===== config.mk =====
export PLATFORM = sky130hd
export DESIGN_NAME = pwc_counter_bank
export DESIGN_NICKNAME = d
export VERILOG_FILES = /design/src/rtl/pwc_pkg.sv /design/src/rtl/pwc_page_sel.sv /design/src/rtl/pwc_sat_counter.sv /design/src/rtl/pwc_readout.sv /design/src/rtl/pwc_counter_bank.sv
export SDC_FILE = /design/constraint.sdc
export NUM_CORES = 1
export LEC_CHECK = 0
export ABC_AREA = 1
export BUFFER_PORTS_ARGS = -buffer_cell sky130_fd_sc_hd__buf_2
export CAP_MARGIN = 40
export CELL_PAD_IN_SITES_DETAIL_PLACEMENT = 0
export CELL_PAD_IN_SITES_GLOBAL_PLACEMENT = 1
export CORE_MARGIN = 2
export CORE_UTILIZATION = 43
export DETAILED_ROUTE_END_ITERATION = 10
export GPL_ROUTABILITY_DRIVEN = 0
export PLACE_DENSITY = 0.82
export REMOVE_ABC_BUFFERS = 1
export SETUP_SLACK_MARGIN = 0.05
export SKIP_LAST_GASP = 1
export SYNTH_ARGS = -nofsm -noshare
export SYNTH_HDL_FRONTEND = slang
export SYNTH_SLANG_ARGS = --single-unit
export TNS_END_PERCENT = 20

===== constraint.sdc =====
create_clock -name clk -period 2.5 [get_ports clk]
set_input_delay 0.25 -clock clk [delete_from_list [all_inputs] [get_ports clk]]
set_output_delay 0.25 -clock clk [all_outputs]
set_load 0.005 [all_outputs]

===== src/rtl/pwc_pkg.sv =====
package pwc_pkg;
  localparam int BYTE_W = 8;
  typedef logic [BYTE_W-1:0] byte_t;

  function automatic int idx_width(input int n);
    return (n > 1) ? $clog2(n) : 1;
  endfunction
endpackage


===== src/rtl/pwc_page_sel.sv =====
module pwc_page_sel #(
  parameter int PAGE_W     = 4,
  parameter int NUM_CNT    = 4,
  parameter int FIRST_PAGE = 12
) (
  input  logic [PAGE_W-1:0]  page,
  output logic [NUM_CNT-1:0] sel,
  output logic               hit
);
  for (genvar i = 0; i < NUM_CNT; i++) begin : g_cmp
    assign sel[i] = (page == PAGE_W'(FIRST_PAGE + i));
  end

  assign hit = |sel;

  // at most one counter may be addressed by any page number
  always_comb begin
    a_r3_sel_onehot: assert ($onehot0(sel));
  end
endmodule


===== src/rtl/pwc_sat_counter.sv =====
module pwc_sat_counter #(
  parameter int CNT_W = 32
) (
  input  logic             clk,
  input  logic             rst,
  input  logic             inc,
  output logic [CNT_W-1:0] cnt
);
  localparam logic [CNT_W-1:0] MAX_VAL = '1;

  always_ff @(posedge clk) begin
    if (rst)
      cnt <= '0;
    else if (inc && (cnt != MAX_VAL))
      cnt <= cnt + 1'b1;
  end

  a_r4_hold_at_max: assert property (@(posedge clk) disable iff (rst)
    (cnt == MAX_VAL) |=> (cnt == MAX_VAL));

  a_r2_step_one: assert property (@(posedge clk) disable iff (rst)
    (inc && (cnt != MAX_VAL)) |=> (cnt == $past(cnt) + 1'b1));

  a_r5_idle_stable: assert property (@(posedge clk) disable iff (rst)
    !inc |=> $stable(cnt));
endmodule


===== src/rtl/pwc_readout.sv =====
module pwc_readout
  import pwc_pkg::*;
#(
  parameter int CNT_W = 32
) (
  input  logic             clk,
  input  logic             rst,
  input  logic             start,
  input  logic [CNT_W-1:0] value,
  output logic             rd_valid,
  output byte_t            rd_byte,
  output logic             rd_last
);
  localparam int NBYTES = CNT_W / BYTE_W;
  localparam int IDX_W  = idx_width(NBYTES);
  localparam logic [IDX_W-1:0] LAST_IDX = IDX_W'(NBYTES - 1);

  logic [CNT_W-1:0] snap;
  logic [IDX_W-1:0] idx;
  logic             busy;

  always_ff @(posedge clk) begin
    if (rst) begin
      busy <= 1'b0;
      idx  <= '0;
      snap <= '0;
    end else if (!busy) begin
      if (start) begin
        busy <= 1'b1;
        idx  <= '0;
        snap <= value;
      end
    end else begin
      snap <= snap >> BYTE_W;
      idx  <= idx + 1'b1;
      if (idx == LAST_IDX)
        busy <= 1'b0;
    end
  end

  assign rd_valid = busy;
  assign rd_byte  = snap[BYTE_W-1:0];
  assign rd_last  = busy && (idx == LAST_IDX);

  // readout ends right after its last byte
  a_r6_last_then_idle: assert property (@(posedge clk) disable iff (rst)
    rd_last |=> !rd_valid);

  // bytes stream back to back until the last one
  a_r6_no_gap: assert property (@(posedge clk) disable iff (rst)
    (rd_valid && !rd_last) |=> rd_valid);

  // a request during a readout does not restart it
  a_r9_no_restart: assert property (@(posedge clk) disable iff (rst)
    (rd_valid && !rd_last && start) |=> (idx == $past(idx) + 1'b1));
endmodule


===== src/rtl/pwc_counter_bank.sv =====
module pwc_counter_bank
  import pwc_pkg::*;
#(
  parameter int PAGE_W     = 4,
  parameter int NUM_CNT    = 4,
  parameter int FIRST_PAGE = 12,
  parameter int CNT_W      = 32
) (
  input  logic                     clk,
  input  logic                     rst,
  input  logic                     copy_done,
  input  logic [PAGE_W-1:0]        copy_page,
  input  logic                     rd_req,
  input  logic [PAGE_W-1:0]        rd_page,
  output logic [NUM_CNT*CNT_W-1:0] cnt_flat,
  output logic                     rd_valid,
  output logic [BYTE_W-1:0]        rd_byte,
  output logic                     rd_last
);
  logic [NUM_CNT-1:0] copy_sel;
  logic               copy_hit;
  logic [NUM_CNT-1:0] rd_sel;
  logic               rd_hit;
  logic [CNT_W-1:0]   rd_value;

  pwc_page_sel #(
    .PAGE_W(PAGE_W), .NUM_CNT(NUM_CNT), .FIRST_PAGE(FIRST_PAGE)
  ) i_copy_sel (
    .page(copy_page), .sel(copy_sel), .hit(copy_hit)
  );

  pwc_page_sel #(
    .PAGE_W(PAGE_W), .NUM_CNT(NUM_CNT), .FIRST_PAGE(FIRST_PAGE)
  ) i_rd_sel (
    .page(rd_page), .sel(rd_sel), .hit(rd_hit)
  );

  for (genvar i = 0; i < NUM_CNT; i++) begin : g_cnt
    pwc_sat_counter #(.CNT_W(CNT_W)) i_cnt (
      .clk(clk),
      .rst(rst),
      .inc(copy_done && copy_sel[i]),
      .cnt(cnt_flat[i*CNT_W +: CNT_W])
    );
  end

  always_comb begin
    rd_value = '0;
    for (int i = 0; i < NUM_CNT; i++)
      if (rd_sel[i])
        rd_value = rd_value | cnt_flat[i*CNT_W +: CNT_W];
  end

  pwc_readout #(.CNT_W(CNT_W)) i_readout (
    .clk(clk),
    .rst(rst),
    .start(rd_req && rd_hit),
    .value(rd_value),
    .rd_valid(rd_valid),
    .rd_byte(rd_byte),
    .rd_last(rd_last)
  );

  // a copy outside the counted pages leaves every counter as it was
  a_r3_uncounted_page: assert property (@(posedge clk) disable iff (rst)
    (copy_done && !copy_hit) |=> $stable(cnt_flat));

  // a request for a page without a counter starts nothing
  a_r8_no_start: assert property (@(posedge clk) disable iff (rst)
    (!rd_valid && rd_req && !rd_hit) |=> !rd_valid);
endmodule


==> results.yml, run 1 <==
timing:
  setup_viol: 0
  slew_viol_final: 0
  min_period_ns: 2.161
  layout_worst_path_cycle_share_pct: 86.46
  slew_headroom_pct: 40.23
  skew_ns: 0.01497
  rsz0062_at_grt: "false"
  worst_hold_slack_ns: 0.2605
  finalHoldViolations: 0
  worstMarginPinSlew_ns: 0.8966
  fmax_mhz: 462.7
  tns_ns: 0
global_route:
  grt_max_degree: 70
  antenna_found_initial: 0
  met2_usage_pct: 42.15
  grt_overflow_total: 0
  track_usage_pct: 28.11
  met3_usage_pct: 2.962
  grt-busiest-layer: "met2"
  grt_use_met1_pct: 41.57
  grt_pass1_vias: 10600
  grt_pass1_wl_mm: 57.96
detailed_routing:
  drc: 0
  drt_iter0_markers: 817
  antenna_left: 0
  vias: 11570
  first_pass_iters: 5
  wirelength_mm: 36.94
  wl_per_cell_um: 16.33
  viasPerCell: 5.117
synth:
  syn_inst: 1773
  synth.distinct_cells: 32
  synth_top_family_by_area: "simple AND/OR/NAND/NOR gates"
  synth-simple-area-share_pct: 39.36
  yosys_register_bits: 163
  synth_area_leader_cell: "dfxtp_1"
  ys_seq_area_share_pct: 30.48
  yosysWarnings: 0
  avgSynthCellArea_sq_um: 6.038
  synth_most_common_cell: "nand2_1"
  synth_area_sq_um: 10710
  ys_async_sr_fraction_pct: 0
  muxShareOfSynthArea_pct: 0
  synth_compound_area_share_pct: 13.93
  ys.flop_type: "dfxtp_1"
  synthTopCellsByCount: "nand2_1, nor2_1, inv_1"
  synthAdderAreaFrac_pct: 0.5844
  synth.area.top_cells: "dfxtp_1, nand2_1, nor2_1"
  synth-edff-count: 0
  synth_top_area_share_pct: 30.48
  synth-xor-area-share_pct: 4.009
worst_setup_path:
  start_kind: "register"
  worstPathArrival_ns: 2.43
  crit_required_ns: 2.77
  cp-end-kind: "register"
  crit_path_cell_trace: "ha_1 > nand2_1 > nor2_1 > nand2_1 > nor2_2 > nand2_4 > nand2_8 > inv_2 > nand2_1 > a21oi_1"
  slowest_stage: "dfxtp_1"
  worstPathMaxFanout: 28
  critPathKind: "reg2reg"
  path_common_cell: "nand2_1"
  max_stage_delay_ns: 0.42
finish:
  final_area_sq_um: 12460
  fin_util_pct: 51.10
  layout-drive-gt1-share_pct: 15.33
  multi_input_comb_area_sq_um: 6197
  antennaDiodeCount: 0
  regArea_sq_um: 3263
  fillers: 2688
  areaGrowthSynthToFinish_pct: 16.43
  nets: 1943
place:
  placed_area_sq_um: 11820
  dpl.hpwl_mm: 28.58
  port_buffers: 149
status:
  outcome: "complete, no violations"
clocking:
  cts_sinks: 163
  clkTransAtPathRegs_ns: 0.06
  numCtsBuffers: 17
  h-tree-depth: 4
  cts_tree: "built"
  post_cts_resize_count: 0
  cts.path.max_buffers: 2
  post_cts_buffers: 0
  insertion_delay_ns: 0.44
  holdBufCountCts: 0
  root_buffer: "clkbuf_16"
power_and_ir_drop:
  power_frac_clock_pct: 51.1
  peakVddDrop_uv: 333.0
  switching_share_pct: 22.43
  pwr-share-comb_pct: 3.7
  leakage_nw: 4.693
  intPower_mw: 4.485
  pwr-share-seq_pct: 45.2
  power.switching_mw: 1.297
  power_density_nw_per_um2: 463.9
  total_power_mw: 5.782
floorplan:
  dieArea_sq_um: 26170
  io_pins: 150
  die_y_um: 161.8
  core-area_sq_um: 24390
  rows: 57
  die_x_um: 161.8
  start_util_pct: 43.89
job:
  maxCapViolations: 0
min_path:
  min_path_type: "in2reg"
==> per-layer routing <==
metal / up-vias / wire, um
met3: 52 / 1975
li1: 5898 / -
met5: - / 0
met2: 351 / 15640
met4: 0 / 1105
met1: 5273 / 18220
==> power by group through the flow <==
| stage | Clock [mW] | Sequential (mW) | Combinational (mW) |
|---|---|---|---|
| CTS | 3.00 | 2.62 | 0.211 |
| global placement | 0 | 2.67 | 0.208 |
| global route | 3.10 | 2.62 | 0.233 |
| floorplan | 0 | 2.68 | 0.0927 |
| detailed placement | 0 | 2.68 | 0.210 |
| finish | 2.95 | 2.62 | 0.213 |
==> sequential cells by signal, summed over array words and instances (netlist names) <==
signal	flops
g_cnt.i_cnt.cnt	128
i_readout.snap	32
i_readout.idx	2
i_readout.rd_valid	1
==> metrics by stage <==
step           cells  setup slack [ns]
2_1_floorplan   1707            0.5517
3_3_place_gp    2231            0.4239
3_5_place_dp    2231            0.3773
4_1_cts         2262            0.3630
5_1_grt         2262            0.1616
6_report        2262            0.3386
==> kinds of logic after synthesis <==
| kind of cell | after synthesis |
|---|---|
| compound gates | 270 |
| buf+inv | 282 |
| simple gates | 1004 |
| flops | 163 |
| xor+xnor | 49 |
| fa+ha+maj | 5 |
==> worst paths after layout <==
kind / startpoint / end / slack, ns / cells past startpoint
worst min register to register: i_readout.idx[1] / i_readout.idx[1] / 0.47 / 2
worst max-delay path: g_cnt[0].i_cnt.cnt[1] / g_cnt[0].i_cnt.cnt[25] / 0.34 / 10
worst max register to register: g_cnt[0].i_cnt.cnt[1] / g_cnt[0].i_cnt.cnt[25] / 0.34 / 10
worst min-delay path: rst / i_readout.snap[24] / 0.26 / 4
==> cells in the final DEF, fill, tap and decap left out, types with 4 or more instances in the layout <==
| cell type | synthesis | routed |
|---|---|---|
| nor3_1 | 13 | 13 |
| nand2_1 | 558 | 558 |
| clkbuf_16 | 0 | 17 |
| nor2_2 | 17 | 17 |
| inv_2 | 4 | 4 |
| dfxtp_1 | 163 | 163 |
| nor2_1 | 271 | 271 |
| nand4_1 | 26 | 26 |
| inv_1 | 210 | 210 |
| o21ai_0 | 101 | 101 |
| o22ai_1 | 52 | 52 |
| a21oi_1 | 97 | 97 |
| nand3_1 | 90 | 90 |
| a21oi_2 | 20 | 20 |
| bufinv_16 | 0 | 5 |
| nand2_2 | 8 | 8 |
| nor2_4 | 5 | 5 |
| xor2_1 | 47 | 47 |
| nand2_4 | 8 | 8 |
| ha_1 | 5 | 5 |
| buf_4 | 15 | 51 |
| buf_2 | 4 | 148 |
==> area by class of cell <==
type | instances | area share, %
Timing Repair Buffer | 200 | 9.175
Clock inverter | 9 | 1.425
Inverter | 216 | 6.525
Sequential cell | 163 | 26.18
Clock buffer | 22 | 3.724
Tap cell | 324 | 3.252
Multi-Input combinational cell | 1328 | 49.72
==> critical path, delay by kind of cell (launching register included) <==
kind            cells  cell delay (ns)
fa+ha+maj           1             0.28
buf+inv             1             0.21
simple gates        7             1.02
flops               1             0.42
compound gates      1             0.06
No activity file was read; power rests on OpenSTA's default activity.
==> inputs of run 2 (changes only) <==
CELL_PAD_IN_SITES_DETAIL_PLACEMENT = not set   (was 0)
CELL_PAD_IN_SITES_GLOBAL_PLACEMENT = not set   (was 1)
CORE_UTILIZATION = 63   (was 43)
==> results.yml, run 2 (synthesis gave the netlist of run 1 again) <==
status:
  outcome: "complete, no violations"
detailed_routing:
  viasPerCell: 5.732
  antenna_left: 0
  wirelength_mm: 34.57
  vias: 12260
  drt_iter0_markers: 1804
  first_pass_iters: 7
  drc: 0
  wl_per_cell_um: 16.17
floorplan:
  io_pins: 150
  core-area_sq_um: 16580
  die_y_um: 134.4
  die_x_um: 134.4
  dieArea_sq_um: 18050
  rows: 47
  start_util_pct: 64.55
timing:
  skew_ns: 0.007693
  min_period_ns: 2.201
  fmax_mhz: 454.3
  rsz0062_at_grt: "false"
  layout_worst_path_cycle_share_pct: 88.05
  slew_headroom_pct: 46.33
  tns_ns: 0
  worstMarginPinSlew_ns: 0.8051
  slew_viol_final: 0
  setup_viol: 0
  finalHoldViolations: 0
place:
  dpl.hpwl_mm: 25.27
  placed_area_sq_um: 11520
  port_buffers: 149
power_and_ir_drop:
  power_density_nw_per_um2: 494.0
  intPower_mw: 4.718
  pwr-share-seq_pct: 43.3
  peakVddDrop_uv: 576.1
  switching_share_pct: 21.96
  power_frac_clock_pct: 53.3
  pwr-share-comb_pct: 3.4
  power.switching_mw: 1.328
  leakage_nw: 4.609
global_route:
  grt_overflow_total: 0
  track_usage_pct: 37.70
  grt_pass1_wl_mm: 54.22
  antenna_found_initial: 0
  grt_pass1_vias: 10640
  grt_max_degree: 69
worst_setup_path:
  worstPathArrival_ns: 2.49
  start_kind: "register"
  r2r_cells: 10
  reg2reg_to: "g_cnt[0].i_cnt.cnt[29]"
  crit_required_ns: 2.79
  r2r_start: "g_cnt[0].i_cnt.cnt[1]"
  cp-end-kind: "register"
  r2r_slack_ns: 0.30
  worstPathMaxFanout: 28
  critPathKind: "reg2reg"
finish:
  biggestRegsByFlops: "g_cnt.i_cnt.cnt (128), i_readout.snap (32), i_readout.idx (2)"
  antennaDiodeCount: 0
  layout-drive-gt1-share_pct: 14.60
  mostFrequentLayoutCells: "nand2_1, nor2_1, inv_1"
  final_area_sq_um: 12240
  largest_reg_flops: 128
  areaGrowthSynthToFinish_pct: 14.32
  top_register: "g_cnt.i_cnt.cnt"
  fin_util_pct: 73.80
  nets: 1922
  layout_commonest_cell: "nand2_1"
min_path:
  min_path_type: "in2reg"
  hold-path-endpoint: "g_cnt[1].i_cnt.cnt[27]"
  min-delay-start: "rst"
  hold_path_depth: 2
clocking:
  insertion_delay_ns: 0.45
  post_cts_buffers: 0
  clkTransAtPathRegs_ns: 0.07
  cts.path.max_buffers: 2
  root_buffer: "clkbuf_16"
  cts_sinks: 163
  numCtsBuffers: 17
  h-tree-depth: 4
  cts_tree: "built"
  holdBufCountCts: 0
  post_cts_resize_count: 0
job:
  maxCapViolations: 0
## run 2: changes by cell type in the layout (fill, tap and decap cells not counted), sizes merged
cell      change
clkbuf        -2
bufinv        +2
clkinvlp      +1
inv           +1
clkinv        -1
buf          -21
## run 2: worst max-delay path by stage
stage                                         to  slack (ns)                   from
after floorplan               i_readout.snap[10]        0.55             rd_page[2]
after global placement    g_cnt[2].i_cnt.cnt[31]        0.46  g_cnt[2].i_cnt.cnt[1]
after detailed placement   g_cnt[1].i_cnt.cnt[6]        0.37  g_cnt[1].i_cnt.cnt[1]
after CTS                  g_cnt[1].i_cnt.cnt[6]        0.35  g_cnt[1].i_cnt.cnt[1]
after global routing       g_cnt[0].i_cnt.cnt[8]        0.17  g_cnt[0].i_cnt.cnt[1]
final                     g_cnt[0].i_cnt.cnt[29]        0.30  g_cnt[0].i_cnt.cnt[1]
## run 2: cell type report
type,instances,area (sq um)
Clock buffer,20,466.7
Tap cell,220,275.3
Sequential cell,163,3263
Fill cell,1451,4345
Inverter,216,813.3
Clock inverter,12,249.0
Multi-Input combinational cell,1328,6197
Timing Repair Buffer,179,973.4
## run 2: power by group through the flow
stage	Sequential (mW)	Combinational (mW)	Clock, mW
2_1_floorplan	2.68	0.0927	0
3_3_place_gp	2.67	0.197	0
3_5_place_dp	2.68	0.198	0
4_1_cts	2.62	0.199	3.21
5_1_grt	2.62	0.221	3.31
6_report	2.62	0.205	3.22
## run 2: per-layer routing
metal	global-route usage (%)	part of all wire, %
met4	15.15	3.9
met3	6.085	11
met5	0	0
met2	57.23	44
met1	53.49	41
## run 2: stage by stage
stage	hold slack (ns)	power, mW	worst slack (ns)	cells
2_1_floorplan	0.3124	2.768	0.5517	1707
3_3_place_gp	0.4532	2.871	0.4576	2106
3_5_place_dp	0.4611	2.874	0.3697	2106
4_1_cts	0.1035	6.024	0.3522	2138
5_1_grt	0.1173	6.151	0.1664	2138
6_report	0.1026	6.046	0.2986	2138
## run 2: critical path, cell delays in order, from the launching register on
cell	delay (ns)
dfxtp_1	0.41
ha_1	0.29
nand2_1	0.08
nor2_1	0.22
nand2_1	0.15
nor2_2	0.17
nand2_4	0.12
nand2_8	0.19
inv_2	0.20
nand2_1	0.12
a21oi_1	0.07
